`src/rtl/sbc_mode_seq.sv`:
```
module sbc_mode_seq #(
  parameter int RESET_LEN = 4
) (
  input  logic       clk,
  input  logic       rst_n,
  input  logic       por_pulse,
  input  logic       can_wake,
  input  logic       cs_n,
  input  logic       vbat_low,
  input  logic       wr_stb,
  input  logic [2:0] wr_addr,
  input  logic [3:0] wr_data,
  input  logic       rd_status,
  output logic [2:0] mode,
  output logic       batfail,
  output logic       debug_on,
  output logic       lowbat_flag,
  output logic       irq
);
  localparam int CNT_W = $clog2(RESET_LEN + 1);
  localparam logic [CNT_W-1:0] CNT_LAST = CNT_W'(RESET_LEN - 1);
  localparam logic [2:0] M_RST = 3'd0, M_NREQ = 3'd1, M_NORM = 3'd2,
                         M_STBY = 3'd3, M_SLEEP = 3'd4, M_STOP = 3'd5;
  localparam logic [2:0] A_MCR = 3'd0, A_TIM = 3'd2, A_IEN = 3'd5;

  logic cs_meta, cs_sync, cs_prev;
  logic [CNT_W-1:0] cnt;
  logic tim_seen, irq_en;
  logic [2:0] mode_nxt;

  wire cs_rise = cs_sync & ~cs_prev;
  wire wake    = can_wake | cs_rise;
  wire wr_mcr  = wr_stb && wr_addr == A_MCR;
  wire wr_tim  = wr_stb && wr_addr == A_TIM;
  wire wr_ien  = wr_stb && wr_addr == A_IEN;
  wire arm     = wr_mcr && wr_data == 4'b0000 && mode == M_NORM && batfail && tim_seen;

  assign irq = vbat_low & irq_en & (mode == M_NORM || mode == M_STBY);

  always_ff @(posedge clk or negedge rst_n)
    if (!rst_n) {cs_meta, cs_sync, cs_prev} <= 3'b111;
    else        {cs_meta, cs_sync, cs_prev} <= {cs_n, cs_meta, cs_sync};

  always_comb begin
    mode_nxt = mode;
    case (mode)
      M_RST:   if (cnt == CNT_LAST) mode_nxt = M_NREQ;
      M_NREQ:  if (wr_tim) mode_nxt = M_NORM;
      M_NORM, M_STBY:
        if (wr_mcr)
          case (wr_data)
            4'b0001: mode_nxt = M_STBY;
            4'b0010: mode_nxt = M_STOP;
            4'b0011: mode_nxt = M_SLEEP;
            4'b0100: if (mode == M_STBY) mode_nxt = M_NORM;
            default: ;
          endcase
      M_SLEEP: if (wake) mode_nxt = M_RST;
      M_STOP:  if (wake) mode_nxt = M_NORM;
      default: mode_nxt = M_RST;
    endcase
  end

  always_ff @(posedge clk or negedge rst_n)
    if (!rst_n) begin
      mode <= M_RST; cnt <= '0; batfail <= 1'b1; debug_on <= 1'b0;
      tim_seen <= 1'b0; irq_en <= 1'b0; lowbat_flag <= 1'b0;
    end else begin
      lowbat_flag <= vbat_low;
      if (por_pulse) begin
        mode <= M_RST; cnt <= '0; batfail <= 1'b1; debug_on <= 1'b0;
        tim_seen <= 1'b0; irq_en <= 1'b0;
      end else begin
        mode <= mode_nxt;
        cnt  <= (mode == M_RST && mode_nxt == M_RST) ? cnt + 1'b1 : '0;
        if (rd_status) batfail <= 1'b0;
        if (arm) debug_on <= 1'b1;
        if (wr_tim) tim_seen <= 1'b1;
        if (wr_ien) irq_en <= wr_data[0];
      end
    end
endmodule

```
`config.mk`:
```
export PLATFORM = sky130hd
export DESIGN_NAME = sbc_mode_seq
export DESIGN_NICKNAME = d
export VERILOG_FILES = /design/src/rtl/sbc_mode_seq.sv
export SDC_FILE = /design/constraint.sdc
export NUM_CORES = 1
export LEC_CHECK = 0
export BUFFER_PORTS_ARGS = -buffer_cell sky130_fd_sc_hd__buf_2
export CAP_MARGIN = 20
export CORE_UTILIZATION = 50
export CTS_CLUSTER_DIAMETER = 30
export CTS_CLUSTER_SIZE = 20
export DETAILED_ROUTE_END_ITERATION = 10
export GPL_ROUTABILITY_DRIVEN = 0
export GPL_TIMING_DRIVEN = 0
export PLACE_DENSITY = 0.85
export SLEW_MARGIN = 10
export SYNTH_ARGS = -nofsm -noshare
export SYNTH_HDL_FRONTEND = slang
export SYNTH_SLANG_ARGS = --single-unit
```
`constraint.sdc`:
```
create_clock -name clk -period 3.9 [get_ports clk]
set_input_delay 0.585 -clock clk [delete_from_list [all_inputs] [get_ports clk]]
set_output_delay 0.585 -clock clk [all_outputs]
set_load 0.1 [all_outputs]
```
* Word-level counts from Yosys, hierarchy flattened *
Cells that the tools add are included.

operators by class
  equal/unequal tests = 12
  bitwise gates (word level) = 5
  $add $sub $neg = 1
  reductions and logical operators = 18
  muxes and demuxes = 19

operator list
  operator               count
  $mux W3                9
  $pmux W3 S5            1
  $eq A3 B2 Y1 const B   4
  $pmux W3 S4            1
  $eq A3 B3 Y1 const B   3
  $logic_not A3 Y1       3
  $eq A4 B2 Y1 const B   2
  $logic_and A1 B1 Y1    8
  $mux W1                8
  $reduce_bool A2 Y1     4
  $eq A4 B1 Y1 const B   1
  $eq A4 B3 Y1 const B   1
  $logic_not A4 Y1       1
  $add A3 B1 Y3 const B  1
  $and A1 B1 Y1          3
  $eq A3 B1 Y1 const B   1
  $reduce_or A2 Y1       1
  $logic_or A1 B1 Y1     1
  $not A1 Y1             1
  $or A1 B1 Y1           1

word-level totals
  output and inout bits = 7
  logic and storage cells = 65
  bits in registers = 14
  input bits = 15

* Longest topological paths before layout *
  depth after elaboration = 9
  gate-level depth with buffers = 6

* Worst setup path after synthesis *
Ideal clock, no wire load.

  kind = flip-flop to output port
  from = reg mode[1]
  to = out irq
  path slack = 1.353 ns
  path buffers = 0
  data arrival time = 1.962 ns
  stages on the path, launching flop included = 2
  cells stage by stage = dfrtp_1 -> and4b_1

on the way
  cells in the longest elaborated chain, start to end = 3
  elaborated cells between the ends (all ways) = 4
  classes of those cells = eq/ne (2); bitwise (1); reduce/logical (1)

ends and longest elaborated chain
  what                    RTL line  RTL
  start, declared         14        output logic [2:0] mode,
  start signal, assigned  74        mode <= mode_nxt;
  $eq A3 B2 Y1            38        assign irq = vbat_low & irq_en & (mode == M_NORM || mode == M_STBY);
  $logic_or A1 B1 Y1 *    38
  $and A1 B1 Y1 *         38
  end, declared           18        output logic irq

Every way passes the cells marked *; elsewhere a longest branch is shown, timed or not.

* Final worst setup path *
  from = reg mode[2]
  to = out irq

The elaborated chain is that of the path after synthesis.

==> run metrics <==
Max Slew Vio Count=0; Arr. time, crit path=~1500 ps; Synth area leaders=dfrtp_1 38%, dfstp_2 16%, nor2_1 5.7%; CP peak stage delay=about 420 ps; post-route clock period utilization=a little over half; CTS max path bufs=2; Die Width=about 38 um; Top FF cell, synth=dfrtp_1; Boundary Pins=22; Clk Latency, worst-skew pair=about 280 ps; CP max-delay cell=buf_2; FF+latch count, synth=14; post-route ant nets=0; synth cell count leaders=10 x dfrtp_1, 10 x nor2_1, 4 x dfstp_2; initial antenna violation count=0; setup violators final=0; Setup Skew=~3.5 ps; CTS tree=yes; Post-synth EDFFs=0; die area=1450 um2; detailed-route wire length=1260 um; CP cell instances=clkbuf_2 -> and4b_1 -> buf_2; Initial DRT Pass Iterations=4; total of max-cap violations=0; final hold slack=between 150 and 200 ps; routed length per instance=roughly 13 um; worst hold path class=input port to async pin; met3 Resource Use GR=5.23%; clock sinks=14; HPWL Detailed=a little under 1000 um; P per Cell Area=just over 400 nW/um2; Synth Cell Area=between 600 and 700 um2; Max Clk Rate=between 400 and 500 MHz; Antenna Cells=0; # resized after CTS=0; Synth area leader=dfrtp_1; instance count of the mapped netlist=59; CP bufs+invs=2; async set-reset flop share out of synthesis=100%; top-area cell type share of the netlist area=38.3%; crit path kind=flip-flop to output port; post-synth cell types=26; GR Layer Usage met1=between 20 and 30%; row count=12; Avg Cell Area, Syn=11.1 um2; clk slew on worst S/H paths=~80 ps; largest net degree at the start of global routing=15; crit end category=output port; Layout Utilization=70.2%; Via density=approximately 5.3; syn nets=76; YS warnings=0; P_leak=~0.42 nW; layout cell share with drive strength beyond 1=38.1%; total track usage=a little over a fifth; CTS Root Cell=clkbuf_4; post-route setup TNS=0 ps; slew at the pin closest to its max-slew limit=487 ps; Worst EP required=approximately 3300 ps; DRT iter0 DRCs=14; Tmin final=approximately 2100 ps; cts bufs inserted=3; first-pass GRT wire length=between 1500 and 2000 um; total global routing overflow=0; initial core utilization=56.5%; via count=around 520; family with the most delay on the worst path=buffers and inverters; startpoint types=flip-flop; Port Buf Inserts=21; Core Region=1160 um2; final-report hold violation count=0; RSZ-0062 raised after global routing=no; M2 GR Usage=about a third; status=completed; Post-CTS Setup Repair Bufs=0; vias in the first global route=~450; Peak VDD IR=between 0.0003 and 0.0004 V; largest fanout on the critical path=8; Die Y=38.1 um; fin nets=102; sequential area share after synthesis=54.4%; busiest grt layer=met2; relative slew slack=between 60% and 70%; area delta synth->final=24.3%; DRC violations left=0; hold_buf cts=0; htree depth=1
==> metal layers <==
| metal | vias to the layer above | share of wire (%) |
|---|---|---|
| met4 | 0 | 3.7 |
| li1 | 262 | - |
| met2 | 16 | 49 |
| met1 | 239 | 43 |
| met5 | - | 0 |
| met3 | 5 | 4.8 |
==> sequential cells by signal, indices dropped and copies added (netlist names) <==
signal and count:
tim_seen 1, mode 3, debug_on 1, cs_prev 1
cs_meta 1, cnt 3, batfail 1, lowbat_flag 1
cs_sync 1, irq_en 1
==> layout make-up <==
cell class / count / area (um2)
Buffer: 1 / 5.00
Clock buffer: 4 / 36.3
Fill cell: 88 / 344
Inverter: 3 / 11.3
Multi-Input combinational cell: 41 / 282
Sequential cell: 14 / 355
Tap cell: 14 / 17.5
Timing Repair Buffer: 21 / 105
==> placed cells by master (no fill, tap or decap) <==
master    netlist  routed
buf_2           0      21
nor2_1         10      10
dfrtp_1        10      10
dfstp_2         4       4
inv_1           3       3
nor3_1          3       3
nand2_1         3       3
clkbuf_4        0       3
and4b_1         2       2
xnor2_1         2       2
a211o_1         2       2
nand3_1         2       2
a31oi_1         2       2
ha_1            2       2
clkbuf_2        1       1
and3_1          1       1
nor4bb_4        1       1
nand2b_1        1       1
nand3b_1        1       1
o211ai_1        1       1
nor2b_1         1       1
a21o_2          1       1
a221oi_1        1       1
nand4b_1        1       1
a211oi_1        1       1
a21oi_1         1       1
mux2i_1         1       1
a21o_1          1       1
clkbuf_8        0       1
==> per-stage QoR <==
step	worst slack [ps]	cells	cell area, um2	power (W)
2_1_floorplan	1350	59	653	0.000207
3_3_place_gp	2050	94	776	0.000226
3_5_place_dp	2050	94	776	0.000228
4_1_cts	1810	98	812	0.000332
5_1_grt	1740	98	812	0.000347
6_report	1820	98	812	0.000329
==> power breakdown <==
| part | internal, W | switching (W) | total (W) |
|---|---|---|---|
| clock | 0.0000569 | 0.0000477 | 0.000105 |
| sequential | 0.000157 | 0.00000629 | 0.000164 |
| combinational | 0.0000216 | 0.0000394 | 0.0000610 |
| total | 0.000236 | 0.0000934 | 0.000329 |
==> cells by family (layout without fill, tap and decap cells) <==
| group | count (synthesis) | in the layout | synth area share (%) |
|---|---|---|---|
| multiplexers | 1 | 1 | 1.53 |
| adder cells (fa/ha/maj) | 2 | 2 | 3.83 |
| AND/OR/NAND/NOR | 26 | 26 | 23.6 |
| XOR/XNOR | 2 | 2 | 2.68 |
| buffers and inverters | 4 | 29 | 2.49 |
| AO/OA/AOI/OAI | 10 | 10 | 11.5 |
| flip-flops | 14 | 14 | 54.4 |
==> final timing paths <==
| check | from | to | depth (start not counted) | slack, ps |
|---|---|---|---|---|
| max | mode[2] | irq | 3 | 1820 |
| min | rst_n | mode[0] | 1 | 170 |
| max reg2reg | cnt[0] | mode[0] | 6 | 2510 |
| min reg2reg | cs_meta | cs_sync | 0 | 360 |
| max in group asynchronous | rst_n | cs_meta | 1 | 3450 |
| min in group clk | cs_meta | cs_sync | 0 | 360 |
Note: power is estimated with default switching activity, not from simulation.
